## src/rtl/brs_pkg.sv

```systemverilog
package brs_pkg;

   typedef enum logic [1:0] {
      ST_IDLE = 2'd0,
      ST_LAT  = 2'd1,
      ST_DATA = 2'd2,
      ST_END  = 2'd3
   } brs_state_e;

   typedef struct packed {
      logic hold2;
      logic wait_early;
   } brs_cfg_t;

   localparam brs_cfg_t BRS_CFG_RST = '{hold2: 1'b1, wait_early: 1'b1};

   function automatic int unsigned brs_words(input logic [1:0] sel);
      case (sel)
         2'd0:    return 4;
         2'd1:    return 8;
         default: return 16;
      endcase
   endfunction

endpackage

```

## src/rtl/brs_cfg_reg.sv

```systemverilog
module brs_cfg_reg
   import brs_pkg::*;
(
   input  logic     clk,
   input  logic     rst,
   input  logic     we,
   input  logic     hold_in,
   input  logic     early_in,
   input  logic     take,
   output brs_cfg_t snap
);

   brs_cfg_t cfg_q;
   brs_cfg_t snap_q;

   always_ff @(posedge clk) begin
      if (rst) begin
         cfg_q  <= BRS_CFG_RST;
         snap_q <= BRS_CFG_RST;
      end else begin
         if (we)
            cfg_q <= '{hold2: hold_in, wait_early: early_in};
         if (take)
            snap_q <= cfg_q;
      end
   end

   assign snap = snap_q;

   AST_SNAP_STABLE: assert property (@(posedge clk) disable iff (rst)
      !take |=> $stable(snap_q));

endmodule

```

## src/rtl/brs_lat_timer.sv

```systemverilog
module brs_lat_timer #(
   parameter int LAT_W = 5
) (
   input  logic             clk,
   input  logic             rst,
   input  logic             load,
   input  logic [LAT_W-1:0] lat_in,
   input  logic             run,
   input  logic             hold2,
   output logic             done,
   output logic             early_zone
);

   logic [LAT_W-1:0] left_q;

   always_ff @(posedge clk) begin
      if (rst)
         left_q <= '0;
      else if (load)
         left_q <= lat_in - LAT_W'(1);
      else if (run && (left_q != '0))
         left_q <= left_q - LAT_W'(1);
   end

   assign done       = (left_q == '0);
   assign early_zone = hold2 ? (left_q < LAT_W'(2)) : (left_q == '0);

   AST_LAT_COUNTDOWN: assert property (@(posedge clk) disable iff (rst)
      run && !load && !done |=> left_q == $past(left_q) - LAT_W'(1));

endmodule

```

## src/rtl/brs_beat_ctr.sv

```systemverilog
module brs_beat_ctr #(
   parameter int IDX_W = 4
) (
   input  logic           clk,
   input  logic           rst,
   input  logic           clr,
   input  logic           run,
   input  logic           hold2,
   input  logic [IDX_W:0] nwords,
   output logic [IDX_W-1:0] widx,
   output logic           ph,
   output logic           adv,
   output logic           last
);

   logic [IDX_W-1:0] widx_q;
   logic             ph_q;
   logic             ph_end;

   assign ph_end = hold2 ? ph_q : 1'b1;
   assign adv    = run && ph_end;
   assign last   = adv && (widx_q == IDX_W'(nwords - (IDX_W+1)'(1)));

   always_ff @(posedge clk) begin
      if (rst || clr) begin
         widx_q <= '0;
         ph_q   <= 1'b0;
      end else if (run) begin
         if (ph_end) begin
            ph_q <= 1'b0;
            if (!last)
               widx_q <= widx_q + IDX_W'(1);
         end else begin
            ph_q <= 1'b1;
         end
      end
   end

   assign widx = widx_q;
   assign ph   = ph_q;

   AST_BEAT_RANGE: assert property (@(posedge clk) disable iff (rst)
      run |-> ((IDX_W+1)'(widx_q) < nwords));

   AST_SINGLE_PHASE: assert property (@(posedge clk) disable iff (rst)
      run && !hold2 |-> !ph_q);

endmodule

```

## src/rtl/burst_rd_seq.sv

```systemverilog
module burst_rd_seq
   import brs_pkg::*;
#(
   parameter int DATA_W        = 16,
   parameter int LAT_W         = 5,
   parameter int LAT_MIN       = 2,
   parameter int BURST_MAX     = 16,
   parameter bit WAIT_ACT_HIGH = 1'b1
) (
   input  logic                         clk,
   input  logic                         rst,
   input  logic                         cfg_we,
   input  logic                         cfg_hold2,
   input  logic                         cfg_early,
   input  logic                         start,
   input  logic [LAT_W-1:0]             lat_clks,
   input  logic [1:0]                   blen_sel,
   input  logic                         oe_n,
   input  logic                         ce_n,
   input  logic [DATA_W-1:0]            word_in,
   output logic [$clog2(BURST_MAX)-1:0] fetch_idx,
   output logic [DATA_W-1:0]            dq_out,
   output logic                         dq_valid,
   output logic                         wait_o
);

   localparam int IDX_W = $clog2(BURST_MAX);
   localparam int NW_W  = IDX_W + 1;

   if (BURST_MAX < 16) begin : g_bad_burst
      $error("BURST_MAX must hold the longest burst of 16 words");
   end
   if (LAT_MIN < 2) begin : g_bad_latmin
      $error("LAT_MIN must be at least 2");
   end
   if (LAT_W < 2) begin : g_bad_latw
      $error("LAT_W too small for the minimum latency");
   end
   if (DATA_W < 1) begin : g_bad_dw
      $error("DATA_W must be positive");
   end

   brs_state_e           st_q;
   brs_cfg_t             snap;
   logic [NW_W-1:0]      nwords_q;
   logic [DATA_W-1:0]    dq_q;
   logic                 start_acc;
   logic                 lat_done;
   logic                 early_zone;
   logic                 enter_data;
   logic [IDX_W-1:0]     widx;
   logic                 beat_ph;
   logic                 beat_adv;
   logic                 beat_last;
   logic                 wait_busy;
   logic                 wait_gated;

   assign start_acc  = (st_q == ST_IDLE) && start;
   assign enter_data = (st_q == ST_LAT) && lat_done;

   brs_cfg_reg u_cfg (
      .clk      (clk),
      .rst      (rst),
      .we       (cfg_we),
      .hold_in  (cfg_hold2),
      .early_in (cfg_early),
      .take     (start_acc),
      .snap     (snap)
   );

   brs_lat_timer #(.LAT_W(LAT_W)) u_lat (
      .clk        (clk),
      .rst        (rst),
      .load       (start_acc),
      .lat_in     (lat_clks),
      .run        (st_q == ST_LAT),
      .hold2      (snap.hold2),
      .done       (lat_done),
      .early_zone (early_zone)
   );

   brs_beat_ctr #(.IDX_W(IDX_W)) u_beat (
      .clk    (clk),
      .rst    (rst),
      .clr    (enter_data),
      .run    (st_q == ST_DATA),
      .hold2  (snap.hold2),
      .nwords (nwords_q),
      .widx   (widx),
      .ph     (beat_ph),
      .adv    (beat_adv),
      .last   (beat_last)
   );

   always_ff @(posedge clk) begin
      if (rst) begin
         st_q     <= ST_IDLE;
         nwords_q <= '0;
      end else begin
         case (st_q)
            ST_IDLE: if (start) begin
               st_q     <= ST_LAT;
               nwords_q <= NW_W'(brs_words(blen_sel));
            end
            ST_LAT:  if (lat_done)  st_q <= ST_DATA;
            ST_DATA: if (beat_last) st_q <= ST_END;
            ST_END:  if (oe_n)      st_q <= ST_IDLE;
            default: st_q <= ST_IDLE;
         endcase
      end
   end

   always_ff @(posedge clk) begin
      if (rst)
         dq_q <= '0;
      else if (enter_data || (beat_adv && !beat_last))
         dq_q <= word_in;
   end

   assign fetch_idx = (st_q == ST_DATA) ? (widx + IDX_W'(1)) : '0;
   assign dq_valid  = (st_q == ST_DATA);
   assign dq_out    = dq_valid ? dq_q : '0;

   assign wait_busy  = ((st_q == ST_LAT) && !(snap.wait_early && early_zone))
                       || (st_q == ST_END);
   assign wait_gated = wait_busy && !oe_n && !ce_n;

   if (WAIT_ACT_HIGH) begin : g_wait_hi
      assign wait_o = wait_gated;
   end else begin : g_wait_lo
      assign wait_o = !wait_gated;
   end

   AST_LAT_MIN: assert property (@(posedge clk) disable iff (rst)
      start_acc |-> (lat_clks >= LAT_W'(LAT_MIN)));

   AST_HOLD_TWO: assert property (@(posedge clk) disable iff (rst)
      (st_q == ST_DATA) && snap.hold2 && beat_ph |-> dq_q == $past(dq_q));

   AST_EARLY_RELEASE: assert property (@(posedge clk) disable iff (rst)
      (st_q == ST_LAT) && snap.wait_early && lat_done |-> !wait_busy);

   AST_END_WAIT: assert property (@(posedge clk) disable iff (rst)
      !$past(rst) && $fell(dq_valid) |-> (st_q == ST_END) && wait_busy);

   AST_START_IGNORED: assert property (@(posedge clk) disable iff (rst)
      (st_q == ST_DATA) && start && !beat_last |=> (st_q == ST_DATA));

endmodule

```

## config.mk

```make
export PLATFORM = sky130hd
export DESIGN_NAME = burst_rd_seq
export DESIGN_NICKNAME = d
export VERILOG_FILES = /design/src/rtl/brs_pkg.sv /design/src/rtl/brs_cfg_reg.sv /design/src/rtl/brs_lat_timer.sv /design/src/rtl/brs_beat_ctr.sv /design/src/rtl/burst_rd_seq.sv
export SDC_FILE = /design/constraint.sdc
export NUM_CORES = 1
export LEC_CHECK = 0
export ABC_CLOCK_PERIOD_IN_PS = 3100
export BUFFER_PORTS_ARGS = -buffer_cell sky130_fd_sc_hd__buf_2
export CORE_MARGIN = 2
export CORE_UTILIZATION = 55
export DETAILED_ROUTE_END_ITERATION = 12
export GPL_TIMING_DRIVEN = 0
export PLACE_DENSITY = 0.86
export SLEW_MARGIN = 5
export SYNTH_ARGS = -nofsm -noshare
export SYNTH_HDL_FRONTEND = slang
export SYNTH_SLANG_ARGS = --single-unit
```

## constraint.sdc

```tcl
create_clock -name clk -period 3.1 [get_ports clk]
set_input_delay 0.93 -clock clk [delete_from_list [all_inputs] [get_ports clk]]
set_output_delay 0.93 -clock clk [all_outputs]
set_load 0.005 [all_outputs]
```

==> impl_summary.txt <==
----------------------------------------------------
[Synthesis]
  Yosys warns ... 0
  Post-synth top cells ... 43 x sky130_fd_sc_hd__nand2_1, 34 x sky130_fd_sc_hd__dfxtp_1, 21 x sky130_fd_sc_hd__mux2i_1
  Number of library cell types mapped by synthesis ... 41
  Portion of synthesized cell area occupied by the leading cell type ... 0.3716
  EDFF count, synth ... 0
  Library cell with the highest instance count after synthesis ... sky130_fd_sc_hd__nand2_1
  Post-synthesis cell type with the largest combined area ... sky130_fd_sc_hd__dfxtp_1
  FFs w/ async S/R, synth ... 0
  Mapped Area ... 1832 µm²
  Predominant post-synthesis flop cell ... sky130_fd_sc_hd__dfxtp_1
  Post-Synthesis Mean Instance Area ... 8.560 µm²
  Number of instances in the synthesized netlist ... 214
  Yosys reg bits ... 34
  Net count of the mapped netlist ... 252
  Post-synthesis sequential area ratio ... 0.3716
  Cell types occupying the most area after synthesis ... sky130_fd_sc_hd__dfxtp_1 37%, sky130_fd_sc_hd__mux2i_1 11%, sky130_fd_sc_hd__nand2_1 8.8%

[STA]
  Max Freq ... 352.8 MHz
  Worst hold margin ... 0.4634 ns
  Unrepaired setup endpoints after global routing ... false
  Period minus WS final ... 2.834 ns
  Post-route fraction of the period consumed by the critical path ... 0.9143
  Clk_skew ... 0.007268 ns
  Transition time of the tightest slew-check pin ... 0.4530 ns
  Number of max-slew violations in the final report ... 0
  Count of final hold-check violations ... 0
  Number of setup violations in the final report ... 0
  Total Negative Setup Slacks ... 0 ns
  Relative slew slack ... 0.6980

[Setup path]
  Critical path fanouts, max ... 10
  Startpoint of the most critical setup path ... st_q[0]
  Worst reg-to-reg path cell count ... 10
  Largest delay contributor family on the critical path ... buffers and inverters
  End of the worst register-to-register path ... u_lat.left_q[4]
  Capturing element of the worst setup path ... dq_out[11]
  CP max stage delay ... 0.35 ns
  Critical Path RT ... 2.17 ns
  Number of buffer and inverter instances along the worst setup path ... 4
  Logic depth of the worst setup path including buffers ... 6
  RR Startpoint ... st_q[1]
  Critical path's slowest cell ... sky130_fd_sc_hd__dfxtp_1
  Register-to-register path setup slack ... 0.77 ns
  Series of cell instances along the critical path ... inv_1, ha_1, clkbuf_1, clkbuf_2, and2_1, buf_2
  Kind of end point of the critical path ... output pin
  Kind of critical path ... reg2out
  Worst Path Arrival ... 1.90 ns
  Startpoint types ... register

[Clock tree]
  Insertion delay to the later sink of the worst-skew pair ... 0.33 ns
  Clock tree from TritonCTS ... built
  Maximum clock path buffer count ... 2
  CTS buffer count ... 5
  Number of buffers added for setup after CTS ... 0
  Level count of the clock H-tree ... 2
  Cell at the root of the clock tree ... sky130_fd_sc_hd__clkbuf_4
  Clock Sinks ... 34
  Post_cts resized ... 0
  Clock edge transition at the registers on the reported setup and hold paths ... 0.09 ns
  Hold-fix buffers at CTS ... 0

[Cells and area]
  Cell area after layout ... 2200 µm²
  Layout overhead on the synthesized area ... 20.08%
  Area taken by flip-flops and latches ... 680.7 µm²
  Share of post-route cells with drive strength above 1 ... 0.2463
  Ant. Diodes ... 0
  Fillcell total ... 283
  Area of the multi-input gates ... 1072 µm²
  Post-route insts no fill ... 316
  Number of nets in the layout ... 311

[Power and ir drop]
  Leakage power ... 1.110 nW
  Maximum vdd drop ... 0.4765 mV
  Power density normalized to cell area ... 627.7 nW/µm²
  Power after layout ... 1.381 mW

[Die]
  Die boundary height ... 61.71 µm
  Standard-cell row count ... 20
  Total die area ... 3808 µm²
  Core region area ... 3103 µm²
  Die width ... 61.71 µm
  Number of placed I/O pins ... 53
  Starting utilization of the core area ... 0.5903

[Global routing]
  Pin count of the biggest net entering global routing ... 11
  GR Overflow Total ... 0
  Met3 Track Usage GR ... 0.07867
  Most Crowded Layer GR ... met2
  Met2 routing resource usage after global routing ... 0.3729
  Met1 track demand over resource ... 0.2636
  Initial antenna violation count ... 0
  Wire length of the first global-routing pass ... 6203 µm
  Vias in the first global route ... 1495
  Total Routing Usage GR ... 0.2245

[Drt]
  DRC violation total after the first TritonRoute iteration ... 43
  Detailed Route WL ... 3934 µm
  Average via count per standard cell ... 5.288
  Remaining antenna violation count after routing ... 0
  DRC violations left ... 0
  Total iterations of the first detailed-routing run ... 4
  Number of vias in the routed layout ... 1671
  Routed length per placed instance ... 12.45 µm

[Place]
  Placed cells ... 310
  Cell area after placement ... 2147 µm²
  Routability congestion estimate from global placement ... 0.7964
  HPWL after detailed placement ... 3036 µm
  Port bufs ... 52

[Job]
  Max-cap violations ... 0

[Hold path]
  Path category of the worst min-delay check ... reg2reg

[Run status]
  Status ... finished, final reports clean

----------------------------------------------------
## placed cells by master (no fill, tap or decap), types with 3 or more instances in the layout
cell type / count
sky130_fd_sc_hd__inv_1: 6
sky130_fd_sc_hd__nor3_1: 4
sky130_fd_sc_hd__and2_1: 19
sky130_fd_sc_hd__or4_1: 3
sky130_fd_sc_hd__dfxtp_1: 34
sky130_fd_sc_hd__mux2i_1: 21
sky130_fd_sc_hd__xnor2_1: 4
sky130_fd_sc_hd__ha_1: 7
sky130_fd_sc_hd__clkbuf_4: 5
sky130_fd_sc_hd__buf_2: 53
sky130_fd_sc_hd__o21ai_0: 4
sky130_fd_sc_hd__clkbuf_1: 6
sky130_fd_sc_hd__nand2_1: 43
sky130_fd_sc_hd__nand3_1: 7
sky130_fd_sc_hd__xor2_1: 3
sky130_fd_sc_hd__nor2_1: 7
sky130_fd_sc_hd__nor2b_1: 3
sky130_fd_sc_hd__a21oi_1: 11
## worst register-to-register path: cells and delay by family, from the launching register on
kind	cells	cell delay, ns
AOI/OAI and AO/OA	2	0.21
adders and majority gates	2	0.53
muxes	1	0.23
buffers and inverters	2	0.37
xor gates and xnor gates	1	0.16
DFF	1	0.36
and+or+nand+nor	2	0.40
## stage by stage
| step | util | worst slack, ns |
|---|---|---|
| after floorplan | - | 0.7881 |
| after global placement | 0.6919 | 0.4845 |
| after detailed placement | 0.6919 | 0.4627 |
| after CTS | 0.7085 | 0.1479 |
| after global routing | 0.7089 | 0.05622 |
| final | 0.7089 | 0.2657 |
## how the worst min path moves through the flow
stage               startpoint        to  slack (ns)  depth (start not counted)
CTS                    dq_q[5]   dq_q[5]        0.46                          2
detailed placement     dq_q[5]   dq_q[5]        0.45                          2
finish                 dq_q[3]   dq_q[3]        0.46                          2
global placement      dq_q[13]  dq_q[13]        0.44                          2
global route           dq_q[0]   dq_q[0]        0.48                          2
floorplan              dq_q[0]   dq_q[0]        0.43                          2
## where the power goes
| group | switching, mW | total (mW) | internal, mW |
|---|---|---|---|
| combinational | 0.279 | 0.530 | 0.251 |
| clock | 0.134 | 0.236 | 0.102 |
| sequential | 0.0807 | 0.614 | 0.534 |
## cell families after synthesis
family	count (synthesis)	share of synthesized area
buffers and inverters	17	0.04303
AO/OA/AOI/OAI	30	0.1182
multiplexers	22	0.1209
XOR/XNOR	7	0.03347
AND/OR/NAND/NOR	97	0.2650
adder cells (fa/ha/maj)	7	0.04781
flip-flops	34	0.3716
## sequential cells by signal, indices dropped and copies added, names as in the netlist
register	cells
dq_q	16
nwords_q	2
st_q	2
u_beat.ph	1
u_beat.widx	4
u_cfg.cfg_q	2
u_cfg.snap	2
u_lat.left_q	5
## area by class of cell
cell class	instances	area share
multi-input cells	163	0.4875
flip-flops and latches	34	0.3094
well taps	44	0.02503
repair buffers	52	0.1183
plain buffers	10	0.02446
clock buffers	6	0.02332
inverters	7	0.01195
## routing by layer
layer / vias up / part of all wire
met5: - / 0
met4: 0 / 0.013
met3: 4 / 0.050
met2: 39 / 0.51
met1: 782 / 0.43
li1: 846 / -
(Power assumes the default switching activity.)
